File: config.mk
export PLATFORM = sky130hd
export DESIGN_NAME = wpu_top
export DESIGN_NICKNAME = d
export VERILOG_FILES = /design/src/rtl/wpu_pkg.sv /design/src/rtl/wpu_ctrl.sv /design/src/rtl/wpu_data.sv /design/src/rtl/wpu_top.sv
export SDC_FILE = /design/constraint.sdc
export NUM_CORES = 1
export LEC_CHECK = 0
export ABC_AREA = 1
export BUFFER_PORTS_ARGS = -buffer_cell sky130_fd_sc_hd__buf_2
export CAP_MARGIN = 30
export CORE_MARGIN = 2
export CORE_UTILIZATION = 40
export DETAILED_ROUTE_END_ITERATION = 7
export MAX_ROUTING_LAYER = met4
export PLACE_DENSITY = 0.61
export SETUP_SLACK_MARGIN = 0.15
export SLEW_MARGIN = 20
export SYNTH_ARGS = -nofsm -noshare
export SYNTH_HDL_FRONTEND = slang
export SYNTH_SLANG_ARGS = --single-unit
export TNS_END_PERCENT = 10
File: constraint.sdc
create_clock -name clk -period 3.1 [get_ports clk]
set_input_delay 0.62 -clock clk [delete_from_list [all_inputs] [get_ports clk]]
set_output_delay 0.62 -clock clk [all_outputs]
set_load 0.02 [all_outputs]
File: src/rtl/wpu_pkg.sv
package wpu_pkg;

  localparam int NUM_PROT = 8;
  localparam int SRC_W    = 16;

  typedef struct packed {
    logic [NUM_PROT-1:0] regWe;
    logic                modeWe;
    logic                statRd;
    logic                viol;
    logic [SRC_W-1:0]    violSrc;
  } wpStrobe_t;

  function automatic logic [31:0] protResetVal(input int idx);
    return 32'(idx + 1) * 32'h0101_0101;
  endfunction

endpackage

File: src/rtl/wpu_ctrl.sv
module wpu_ctrl
  import wpu_pkg::*;
#(
  parameter int ADDR_W   = 8,
  parameter int DATA_W   = 32,
  parameter int MODE_OFF = 'h39,
  parameter int STAT_OFF = 'h3A,
  parameter logic [DATA_W-9:0] KEY = 24'hA5C3E1
) (
  input  logic              psel,
  input  logic              penable,
  input  logic              pwrite,
  input  logic [ADDR_W-1:0] paddr,
  input  logic [DATA_W-1:0] pwdata,
  input  logic              protEn,
  output wpStrobe_t         strb
);

  logic access;
  logic wrAcc;
  logic protHit;
  logic keyOk;

  assign access  = psel & penable;
  assign wrAcc   = access & pwrite;
  assign protHit = (paddr < ADDR_W'(NUM_PROT));
  assign keyOk   = (pwdata[DATA_W-1:8] == KEY);

  always_comb begin
    strb = '0;
    for (int i = 0; i < NUM_PROT; i++) begin
      strb.regWe[i] = wrAcc & ~protEn & (paddr == ADDR_W'(i));
    end
    strb.modeWe  = wrAcc & keyOk & (paddr == ADDR_W'(MODE_OFF));
    strb.statRd  = access & ~pwrite & (paddr == ADDR_W'(STAT_OFF));
    strb.viol    = wrAcc & protEn & protHit;
    strb.violSrc = SRC_W'(paddr);
  end

endmodule

File: src/rtl/wpu_data.sv
module wpu_data
  import wpu_pkg::*;
#(
  parameter int ADDR_W   = 8,
  parameter int DATA_W   = 32,
  parameter int MODE_OFF = 'h39,
  parameter int STAT_OFF = 'h3A
) (
  input  logic                       clk,
  input  logic                       rstN,
  input  wpStrobe_t                  strb,
  input  logic [ADDR_W-1:0]          paddr,
  input  logic [DATA_W-1:0]          pwdata,
  output logic                       protEn,
  output logic                       violFlag,
  output logic [SRC_W-1:0]           violSrc,
  output logic [NUM_PROT*DATA_W-1:0] cfgOut,
  output logic [DATA_W-1:0]          prdata
);

  localparam int IDX_W = $clog2(NUM_PROT);

  logic [DATA_W-1:0] cfgReg [NUM_PROT];

  for (genvar g = 0; g < NUM_PROT; g++) begin : g_cfg
    always_ff @(posedge clk) begin
      if (!rstN)              cfgReg[g] <= DATA_W'(protResetVal(g));
      else if (strb.regWe[g]) cfgReg[g] <= pwdata;
    end
    assign cfgOut[g*DATA_W +: DATA_W] = cfgReg[g];
  end

  always_ff @(posedge clk) begin
    if (!rstN)            protEn <= 1'b0;
    else if (strb.modeWe) protEn <= pwdata[0];
  end

  // A fresh violation takes priority over the clear-on-read.
  always_ff @(posedge clk) begin
    if (!rstN) begin
      violFlag <= 1'b0;
      violSrc  <= '0;
    end else if (strb.viol) begin
      violFlag <= 1'b1;
      violSrc  <= strb.violSrc;
    end else if (strb.statRd) begin
      violFlag <= 1'b0;
      violSrc  <= '0;
    end
  end

  always_comb begin
    prdata = '0;
    if (paddr < ADDR_W'(NUM_PROT))
      prdata = cfgReg[paddr[IDX_W-1:0]];
    else if (paddr == ADDR_W'(MODE_OFF))
      prdata = DATA_W'(protEn);
    else if (paddr == ADDR_W'(STAT_OFF))
      prdata = DATA_W'({violSrc, 7'b0, violFlag});
  end

endmodule

File: src/rtl/wpu_top.sv
module wpu_top
  import wpu_pkg::*;
#(
  parameter int ADDR_W   = 8,
  parameter int DATA_W   = 32,
  parameter int MODE_OFF = 'h39,
  parameter int STAT_OFF = 'h3A,
  parameter logic [DATA_W-9:0] KEY = 24'hA5C3E1
) (
  input  logic                       clk,
  input  logic                       rstN,
  input  logic                       psel,
  input  logic                       penable,
  input  logic                       pwrite,
  input  logic [ADDR_W-1:0]          paddr,
  input  logic [DATA_W-1:0]          pwdata,
  output logic [DATA_W-1:0]          prdata,
  output logic [NUM_PROT*DATA_W-1:0] cfgOut
);

  wpStrobe_t        strb;
  logic             protEn;
  logic             violFlag;
  logic [SRC_W-1:0] violSrc;

  wpu_ctrl #(
    .ADDR_W(ADDR_W), .DATA_W(DATA_W),
    .MODE_OFF(MODE_OFF), .STAT_OFF(STAT_OFF), .KEY(KEY)
  ) i_ctrl (
    .psel(psel), .penable(penable), .pwrite(pwrite),
    .paddr(paddr), .pwdata(pwdata), .protEn(protEn), .strb(strb)
  );

  wpu_data #(
    .ADDR_W(ADDR_W), .DATA_W(DATA_W),
    .MODE_OFF(MODE_OFF), .STAT_OFF(STAT_OFF)
  ) i_data (
    .clk(clk), .rstN(rstN), .strb(strb), .paddr(paddr), .pwdata(pwdata),
    .protEn(protEn), .violFlag(violFlag), .violSrc(violSrc),
    .cfgOut(cfgOut), .prdata(prdata)
  );

endmodule

# Yosys cells after proc, flatten, opt, wreduce, memory -nomap -nowiden
# Memories as Yosys holds them, arrays and structs flattened.
# Cells that the tools add are included.
# totals
reg_bits,10
ramBits,256
out_inout_bits,288
memories,1
# classes
magnitude_cmp,1
eq_ne,10
n_mux,40
bitwise_logic,27
n_reduce_logical,2
# memory_table
memory,words,word_bits,read_ports,rd_clocked_by_memory_dff,wr,line_no,source
i_data.cfgReg,8,32,9,0,8,wpu_data.sv:23,logic [DATA_W-1:0] cfgReg [NUM_PROT];
# ops
cell,count
two-way mux 32 bit,10
"equality test 8 x 3 -> 1 bit, second input constant",4
two-way mux 1 bit,27
"equality test 24 bit, second input constant",1
bitwise AND 1 bit,17
"equality test 8 x 2 -> 1 bit, second input constant",2
"equality test 8 x 6 -> 1 bit, second input constant",2
two-way mux 16 bit,1
two-way mux 8 bit,2
"equality test 8 x 1 -> 1 bit, second input constant",1
zero test 8 bit,1
"less-than comparator 8 x 4 -> 1 bit, second input constant",1
bitwise OR 1 bit,8
inverter 1 bit,2
nonzero test 2 bit,1

# Longest topological paths before layout
# Gate-level depths: netlist of the first run.
# logic_depth
depth_word,8
ltp_mapped,10

# Hierarchy
# Synthesis of the first run repeated with hierarchy kept, for this count alone.
# hier_totals
cells_unflattened,1485
area_unflattened_um2,13107.6
# by_module_without_submodules
module,n_inst,cells_each,area_per_inst_um2,seq_area_each_um2
wpu_data,1,1404,12702.2,8047.7
wpu_ctrl,1,81,405.4,0.0

# Worst setup path after synthesis of the first run
# OpenSTA, ideal clock, no wires.
# synth_timing
path_kind,input-to-output
start,input port paddr[0]
end,output port prdata[16]
t_arrival_ns,1.769
t_required_ns,2.480
path_slack_ns,0.711
stages,8
path_buffers,3
path_cell_list,buf_2 inv_2 buf_2 buf_2 nor2_1 a21oi_1 o21ai_0 o22ai_1
# synth_via
elab_chain_cells,2
word_cells_on_any_way,3
# synth_lines
item,line_no,source
start: declaration,wpu_top.sv:15,"input logic [ADDR_W-1:0] paddr,"
less-than comparator 8 x 4 -> 1 bit / memory read (8 x 32 bit) (equally long branches),-,
two-way mux 32 bit *,wpu_data.sv:54,if (paddr < ADDR_W'(NUM_PROT))
end: declaration,wpu_top.sv:17,"output logic [DATA_W-1:0] prdata,"
# Mark *: on every way between the ends. The rest lies on a longest branch, timed or not.

# Worst setup path in the final report of the first run
# layout_timing
start,input port paddr[1]
end,output port prdata[18]
# Same word-level chain as after synthesis.

==> flow_metrics.tcl, run 1 <==
set metrics [dict create \
    layout-drive-gt1-share_pct 29.7 \
    cts_tree "done" \
    async_flop_share_pct 0 \
    crit_family "buffers and inverters" \
    fin_crit_sh_pct 91.3 \
    totalPowerFinal_mw 8.36 \
    layout_min_cycle_time_ns 2.83 \
    layout-area-overhead-vs-synth_pct 26.7 \
    status "finished, final reports clean" \
    grt_usage_pct 28.1 \
    drt_iter0_markers 1158 \
    die_x_um 178 \
    synth-main-ff-cell "edfxtp_1" \
    setup_viol 0 \
    syn_area_per_cell_um2 10.1 \
    power_frac_clock_pct 42.4 \
    finalHoldViolCount 0 \
    yosysTopAreaCell "edfxtp_1" \
    rsz0062_at_grt "no" \
    p_leak_nw 6.76 \
    cts_max_level 1 \
    clockBufferDepth 3 \
    hp-class "register to register" \
    internal-power_mw 6.34 \
    clock.fmax_mhz 353 \
    clkSinkCount 266 \
    core.rowCount 63 \
    path_class "input port to output port" \
    critPathMaxFanout 18 \
    p_comb_share_pct 8.7 \
    worstPathRequired_ns 2.48 \
    crit_slowest_cell "o22ai_1" \
    ys_seq_area_share_pct 65.3 \
    max-cap-violations 0 \
    fin_worst_skew_ns 0.0110 \
    hpwl_mm 31.0 \
    cts_resized 0 \
    power_frac_seq_pct 48.9 \
    fin_tns_setup_ns 0 \
    switchingPower_mw 2.02 \
    fin_cells 1957 \
    grt_max_degree 65 \
    netSwitchingFraction_pct 24.2 \
    cts_buffers 29 \
    ys_ff_latch 266 \
    antenna_found_initial 0 \
    hold_buffers 0 \
    ctsRootBufferMaster "clkbuf_16" \
    grt_overflow 0 \
    worstMarginPinSlew_ns 0.604 \
    end_kind "output port" \
    fin_util_pct 51.5 \
    dr.pass1.iters 6 \
    antenna-diode-count 0 \
    synth_nets 1246 \
    layout_setup_ws_ns 0.268 \
    core-area_um2 29700 \
    clk_pin_slew_worst_paths_ns 0.06 \
    vias_per_cell 5.34 \
    dp_cells 1904 \
    finalWirelength_mm 44.2 \
    syn_area_um2 12100 \
    crit_path_max_incr_delay_ns 0.31 \
    slew_viol_final 0 \
    yosys_warnings 0 \
    wire_per_inst_um 22.6 \
    synthCells 1201 \
    grt_pass1_wl_mm 62.5 \
    cp_common_cell "buf_2" \
    drc 0 \
    clk_latency_ns 0.54 \
    nets 1590 \
    gp_congestion 0.946 \
    postRouteAntennaNets 0 \
    irDropWorstVdd_v 0.000320 \
    synth_edf_count 256 \
    die_area_um2 31600 \
    relSlewSlack_pct 59.7 \
    io_pins 333 \
    synth.area.top_cells "edfxtp_1, nor2_1, nand2_1" \
    crit_buf_inv 4 \
    crit_chain "buf_2 -> inv_2 -> nand2_2 -> buf_4 -> o21a_1 -> o21ai_0 -> o22ai_1 -> buf_2" \
    worst_setup_path_start_kind "input port" \
    fillers 2788 \
    synth_cell_types 30 \
    grt_pass1_vias 9756 \
    arrival_ns 2.21 \
    place_ws_ns 0.319 \
    cts_setup_buffers 0 \
    synth_top_area_share_pct 63.7 \
    io_buffers 332 \
    initial_utilization_pct 40.6 \
    p_per_area_nw_per_um2 546 \
    vias 10500 \
    fp.dieH_um 178 \
]
-- stage by stage --
step	hold slack, ns	cell area [um2]
3_5_place_dp	0.425	14300
4_1_cts	0.433	15300
6_report	0.433	15300
5_1_grt	0.448	15300
2_1_floorplan	0.415	12100
3_3_place_gp	0.421	14300
-- cells in the final DEF, fill, tap and decap left out --
cell type / count
nor2_4: 2
a21oi_1: 40
clkinvlp_4: 1
clkinv_1: 22
clkbuf_1: 2
nand2_1: 187
dfxtp_1: 10
nand4_1: 14
clkinv_2: 8
nor2_1: 313
buf_12: 8
buf_4: 34
edfxtp_1: 256
nand2_4: 2
bufinv_16: 5
nand2_2: 9
nor3_2: 1
mux2i_1: 2
clkbuf_16: 29
nand3_2: 7
a211oi_1: 1
o21ai_0: 44
buf_2: 332
inv_2: 3
inv_1: 110
nor2_2: 22
o21a_1: 42
nand3_1: 26
o22ai_1: 22
inv_4: 1
a22oi_1: 10
nor3_1: 1
inv_6: 1
-- state kept, by name (all words and copies together), names as in the netlist --
register and flops:
i_data.cfgReg 256, i_data.protEn 1, i_data.violFlag 1, i_data.violSrc 8
-- final timing paths --
check	startpoint	to	slack [ns]	cells past startpoint
setup / recovery	paddr[1]	prdata[18]	0.27	8
hold / removal	i_data.violSrc[5]	i_data.violSrc[5]	0.43	2
setup reg to reg	i_data.protEn	i_data.cfgReg[0][29]	1.09	6
hold reg to reg	i_data.violSrc[5]	i_data.violSrc[5]	0.43	2
-- per-layer routing --
| layer | track usage, % | up-vias | share of wire (%) |
|---|---|---|---|
| met5 | - | - | 0 |
| met4 | 11.0 | 0 | 3.9 |
| met3 | 4.11 | 106 | 9.4 |
| met2 | 43.4 | 644 | 47 |
| met1 | 37.7 | 5041 | 40 |
| li1 | - | 4660 | - |
-- synthesized netlist by cell type, types with 14 or more instances --
master    number
a21oi_1       40
buf_2         29
clkbuf_1      21
clkinv_1      14
edfxtp_1     256
inv_1        110
nand2_1      195
nand3_1       26
nand4_1       14
nor2_1       313
nor2_2        23
o21a_1        42
o21ai_0       44
o22ai_1       22
-- worst min-delay path, stage by stage (launching register included) --
cell     delay, ns
dfxtp_1       0.31
nand2_1       0.05
nor2_1        0.04
-- area by class of cell --
cell class | instances | area (um2) | area share [%]
Clock inverter | 22 | 231 | 1.51
Multi-Input combinational cell | 745 | 3390 | 22.2
Clock buffer | 31 | 733 | 4.79
Timing Repair Buffer | 374 | 2080 | 13.6
Inverter | 129 | 488 | 3.19
Tap cell | 390 | 488 | 3.19
Sequential cell | 266 | 7890 | 51.6
-- cells by family after synthesis --
family	Yosys count	synth area share (%)
AND/OR/NAND/NOR	584	19.8
multiplexers	2	0.166
flip-flops	266	65.3
buffers and inverters	190	6.77
AO/OA/AOI/OAI	159	7.92
-- power groups by stage --
| stage | Sequential [mW] | Combinational (mW) | Clock [mW] |
|---|---|---|---|
| final | 4.08 | 0.731 | 3.54 |
| after floorplan | 4.25 | 0.300 | 0 |
| after detailed placement | 4.16 | 0.730 | 0 |
| after CTS | 4.08 | 0.731 | 3.56 |
| after global placement | 4.16 | 0.725 | 0 |
| after global routing | 4.09 | 0.787 | 3.69 |
(Power assumes the default switching activity.)
==> run 2, diff against run 1 <==
--- a/config.mk
+++ b/config.mk
@@ -12,7 +12,7 @@
 export CORE_UTILIZATION = 40
 export DETAILED_ROUTE_END_ITERATION = 7
 export MAX_ROUTING_LAYER = met4
-export PLACE_DENSITY = 0.61
+export PLACE_DENSITY = 0.67
 export SETUP_SLACK_MARGIN = 0.15
 export SLEW_MARGIN = 20
 export SYNTH_ARGS = -nofsm -noshare
==> run 2 against run 1 <==
Net effect:
- clock skew increased by 0.0095 ns
- hold slack improved by 0.0015 ns
- fmax increased by 0.58%
- setup slack improved by 0.016 ns
- largest power group unchanged
- utilization decreased by 0.29 points
- critical path type unchanged
- die area unchanged
- flip-flop and latch count unchanged
- clock power decreased by 7.3%
- non-clock buffer count decreased by 2
- sequential share of layout area increased by 0.30 points
- register-to-register slack got worse by 0.07 ns
- combinational power decreased by 1%
==> flow_metrics.tcl, run 2 (synthesis gave the netlist of run 1 again) <==
set metrics [dict create \
    status "finished, final reports clean" \
    worstPathRequired_ns 2.48 \
    min_delay_worst_endpoint "i_data.violSrc[3]" \
    end_kind "output port" \
    p_leak_nw 6.71 \
    critPathMaxFanout 42 \
    rsz0062_at_grt "no" \
    cts_tree "done" \
    layout-drive-gt1-share_pct 29.4 \
    worstMarginPinSlew_ns 0.586 \
    vias_per_cell 5.31 \
    layout_common_cells "buf_2, nor2_1, edfxtp_1" \
    path_class "input port to output port" \
    clk_pin_slew_worst_paths_ns 0.07 \
    grt_pass1_wl_mm 61.7 \
    place_ws_ns 0.315 \
    grt_max_degree 60 \
    hold_depth 2 \
    finalHoldViolCount 0 \
    drt_iter0_markers 1314 \
    io_buffers 332 \
    min_from "i_data.violSrc[3]" \
    grt_pass1_vias 9695 \
    core.rowCount 63 \
    core-area_um2 29700 \
    top_register "i_data.cfgReg" \
    crit_chain "buf_2 -> inv_2 -> buf_4 -> o21ai_0 -> o22ai_1 -> buf_2" \
    dr.pass1.iters 8 \
    largest_reg_flops 256 \
    clkSinkCount 266 \
    arrival_ns 2.20 \
    r2r_cells 6 \
    vias 10400 \
    fin_crit_sh_pct 90.8 \
    grt_overflow 0 \
    mostFrequentLayoutCell "buf_2" \
    r2r_setup_slack_ns 1.02 \
    cp_common_cell "buf_2" \
    layout_setup_ws_ns 0.285 \
    drc 0 \
    relSlewSlack_pct 60.9 \
    fin_tns_setup_ns 0 \
    crit_buf_inv 4 \
    crit_slowest_cell "buf_4" \
    reg2reg_from "i_data.protEn" \
    wire_per_inst_um 22.5 \
    die_x_um 178 \
    layout_min_cycle_time_ns 2.82 \
    setup_viol 0 \
    hp-class "register to register" \
    cts_buffers 27 \
    cts_max_level 1 \
    max-cap-violations 0 \
    finalWirelength_mm 43.8 \
    cts_resized 0 \
    nets 1586 \
    slew_viol_final 0 \
    fin_worst_skew_ns 0.0205 \
    gp_congestion 0.899 \
    crit_path_max_incr_delay_ns 0.42 \
    clock.fmax_mhz 355 \
    p_per_area_nw_per_um2 531 \
    io_pins 333 \
    clk_latency_ns 0.54 \
    postRouteAntennaNets 0 \
    initial_utilization_pct 40.6 \
    crit_family "buffers and inverters" \
    die_area_um2 31600 \
    irDropWorstVdd_v 0.000288 \
    rr_endpoint "i_data.cfgReg[2][1]" \
    grt_usage_pct 27.6 \
    layout-area-overhead-vs-synth_pct 26.0 \
    clockBufferDepth 3 \
    hold_buffers 0 \
    hpwl_mm 30.2 \
    worst_setup_path_start_kind "input port" \
    top_regs "i_data.cfgReg: 256 flops, i_data.violSrc: 8 flops" \
    antenna_found_initial 2 \
    ctsRootBufferMaster "clkbuf_16" \
    fp.dieH_um 178 \
    cts_setup_buffers 0 \
]
-- run 2: cell count changes in the layout (fill, tap and decap cells not counted), moves of 2 or more --
cell	delta
buf_4	-3
clkbuf_1	+2
clkbuf_16	-2
clkinv_1	-2
clkinv_2	-2
diode_2	+2
-- run 2: worst min-delay path, stage by stage (launching register included) --
cell and delay, ns:
dfxtp_1 0.31, nand2_1 0.05, nor2_1 0.03
-- run 2: cell type report --
type / instances / area, um2
fill: 2683 / 14500
sequential: 266 / 7890
multi-input combinational: 745 / 3390
timing repair buffer: 372 / 2070
clock buffer: 31 / 691
inverter: 129 / 488
tap: 390 / 488
clock inverter: 17 / 184
antenna: 2 / 5.00
-- run 2: how the worst max path moves through the flow --
stage	startpoint	endpoint	slack, ns	depth (start not counted)
4_1_cts	paddr[0]	prdata[17]	0.31	8
5_1_grt	paddr[0]	prdata[11]	0.26	10
2_1_floorplan	paddr[0]	prdata[16]	0.71	8
3_3_place_gp	paddr[0]	prdata[17]	0.32	8
3_5_place_dp	paddr[0]	prdata[17]	0.32	8
6_report	paddr[1]	prdata[17]	0.28	6
-- run 2: metrics by stage --
stage | cell area (um2) | utilization [%] | hold slack, ns | power, mW | instances
after floorplan | 12100 | - | 0.415 | 4.55 | 1201
after global placement | 14300 | 48.2 | 0.424 | 4.86 | 1902
after detailed placement | 14300 | 48.2 | 0.425 | 4.87 | 1902
after CTS | 15200 | 51.2 | 0.434 | 8.11 | 1950
after global routing | 15200 | 51.2 | 0.453 | 8.29 | 1952
final | 15200 | 51.2 | 0.434 | 8.08 | 1952
-- run 2: layer usage --
metal	share of wire (%)	up-vias	GRT usage, %
li1	-	4647	-
met4	2.8	0	8.71
met5	0	-	-
met3	9.3	84	3.66
met1	40	4972	36.7
met2	48	661	44.3
-- run 2: power by group --
group / total (mW) / internal, mW / switching (mW)
combinational: 0.724 / 0.206 / 0.518
clock: 3.28 / 1.92 / 1.35
sequential: 4.08 / 4.01 / 0.0650
total: 8.08 / 6.14 / 1.94
==> run 3, diff against run 2 <==
--- a/config.mk
+++ b/config.mk
@@ -9,11 +9,12 @@
 export BUFFER_PORTS_ARGS = -buffer_cell sky130_fd_sc_hd__buf_2
 export CAP_MARGIN = 30
 export CORE_MARGIN = 2
-export CORE_UTILIZATION = 40
+export CORE_UTILIZATION = 57
 export DETAILED_ROUTE_END_ITERATION = 7
 export MAX_ROUTING_LAYER = met4
-export PLACE_DENSITY = 0.67
+export PLACE_DENSITY = 0.89
 export SETUP_SLACK_MARGIN = 0.15
+export SKIP_LAST_GASP = 1
 export SLEW_MARGIN = 20
 export SYNTH_ARGS = -nofsm -noshare
 export SYNTH_HDL_FRONTEND = slang
==> run 3 against run 2 <==
Net effect:
- critical path depth up 1
- non-clock buffer count fell by 3
- utilization rose by 21 points
- sequential power about the same
- clock power fell by 6.1%
- combinational power about the same
- design area shrank 1.3%
- die area shrank 29%
- final cell count down 5.9%
- clock skew decreased by 0.011 ns
- fmax shrank 2.4%
- highest routed layer unchanged
==> flow_metrics.tcl, run 3 (synthesis gave the netlist of run 1 again) <==
set metrics [dict create \
    status "finished, final reports clean" \
    worstMarginPinSlew_ns 0.652 \
    switchingPower_mw 1.93 \
    cp_common_cell "buf_2" \
    core.rowCount 53 \
    ctsRootBufferMaster "clkbuf_16" \
    mostFrequentLayoutCell "buf_2" \
    crit_path_max_incr_delay_ns 0.40 \
    postRouteAntennaNets 0 \
    io_buffers 332 \
    grt_pass1_vias 10300 \
    vias_per_cell 5.96 \
    arrival_ns 2.26 \
    rsz0062_at_grt "no" \
    core-area_um2 20900 \
    clockBufferDepth 3 \
    vias 10900 \
    netSwitchingFraction_pct 24.5 \
    largest_reg_flops 256 \
    p_per_area_nw_per_um2 525 \
    layout-area-overhead-vs-synth_pct 24.3 \
    layout_min_cycle_time_ns 2.88 \
    grt_pass1_wl_mm 60.4 \
    cts_max_level 1 \
    final_area_um2 15000 \
    crit_slowest_cell "o22ai_1" \
    hold_buffers 0 \
    irDropWorstVdd_v 0.000389 \
    internal-power_mw 5.95 \
    dpl_cell_area_um2 14200 \
    antenna_found_initial 4 \
    worstPathRequired_ns 2.48 \
    finalWirelength_mm 42.0 \
    initial_utilization_pct 57.8 \
    worst_setup_path_start_kind "input port" \
    top_regs "i_data.cfgReg: 256 flops, i_data.violSrc: 8 flops" \
    clk_latency_ns 0.54 \
    gp_congestion 1.04 \
    grt_overflow 0 \
    cts_tree "done" \
    clk_pin_slew_worst_paths_ns 0.06 \
    grt_max_degree 66 \
    p_comb_share_pct 9.2 \
    layout_setup_ws_ns 0.216 \
    finalHoldViolCount 0 \
    max-cap-violations 0 \
    min_from "i_data.violSrc[4]" \
    setup_viol 0 \
    cts_resized 0 \
    fillers 1486 \
    slew_viol_final 0 \
    wire_per_inst_um 22.9 \
    reg2reg_from "i_data.protEn" \
    nets 1582 \
    critPathMaxFanout 23 \
    place_ws_ns 0.285 \
    grt_usage_pct 37.9 \
    crit_path_start "paddr[7]" \
    power_frac_clock_pct 39.1 \
    io_pins 333 \
    relSlewSlack_pct 56.2 \
    hpwl_mm 28.5 \
    drt_iter0_markers 1387 \
    crit_chain "buf_2 -> nor2_1 -> nand2_1 -> nor2_4 -> nand2_4 -> o22ai_1 -> buf_2" \
    die_area_um2 22400 \
    cts_setup_buffers 0 \
    p_leak_nw 6.67 \
    dr.pass1.iters 6 \
    fin_tns_setup_ns 0 \
    end_kind "output port" \
    path_class "input port to output port" \
    layout-drive-gt1-share_pct 29.2 \
    fin_worst_skew_ns 0.00980 \
    power_frac_seq_pct 51.7 \
    fin_crit_sh_pct 93.0 \
    drc 0 \
    clock.fmax_mhz 347 \
    hp-class "register to register" \
    cts_buffers 26 \
    clkSinkCount 266 \
    fp.dieH_um 150 \
    fin_hold_ws_ns 0.436 \
    die_x_um 150 \
    top_register "i_data.cfgReg" \
    layout_common_cells "buf_2, nor2_1, edfxtp_1" \
]
-- run 3: routing by layer --
layer	vias to the layer above	part of all wire [%]	wire length, um	track usage, %
met4	0	5.7	2390	19.1
met3	193	14	5790	7.77
met5	-	0	0	-
met2	982	46	19300	57.9
li1	4649	-	-	-
met1	5121	35	14600	48.4
-- run 3: power groups by stage --
stage,sequential (mW),clock [mW],combinational [mW]
detailed placement,4.15,0,0.709
CTS,4.08,3.06,0.714
finish,4.08,3.08,0.724
global placement,4.15,0,0.691
global route,4.08,3.21,0.768
floorplan,4.25,0,0.300
-- run 3: metrics by stage --
step	cells	utilization (%)	power, mW
floorplan	1201	-	4.55
global placement	1784	67.9	4.84
detailed placement	1784	67.9	4.86
CTS	1831	71.8	7.84
global route	1835	71.8	8.06
finish	1837	71.8	7.88
-- run 3: layout make-up --
type / instances / area (um2) / area share (%)
well taps: 275 / 344 / 2.29
clock inverters: 9 / 77.6 / 0.517
clock buffers: 38 / 737 / 4.91
repair buffers: 369 / 2060 / 13.8
diodes: 6 / 15.0 / 0.100
multi-input cells: 745 / 3390 / 22.6
inverters: 129 / 488 / 3.25
flip-flops and latches: 266 / 7890 / 52.6
-- run 3: worst paths after layout --
check,end,slack [ns],cells after the start
worst max-delay path,prdata[16],0.22,7
worst min-delay path,i_data.violSrc[4],0.44,2
worst max register to register,i_data.cfgReg[2][1],1.03,6
worst min register to register,i_data.violSrc[4],0.44,2
-- run 3: critical path: cells and delay by family --
kind                   cells  cell delay, ns
AOI/OAI and AO/OA          1            0.40
and+or+nand+nor            4            0.88
buffers and inverters      2            0.35
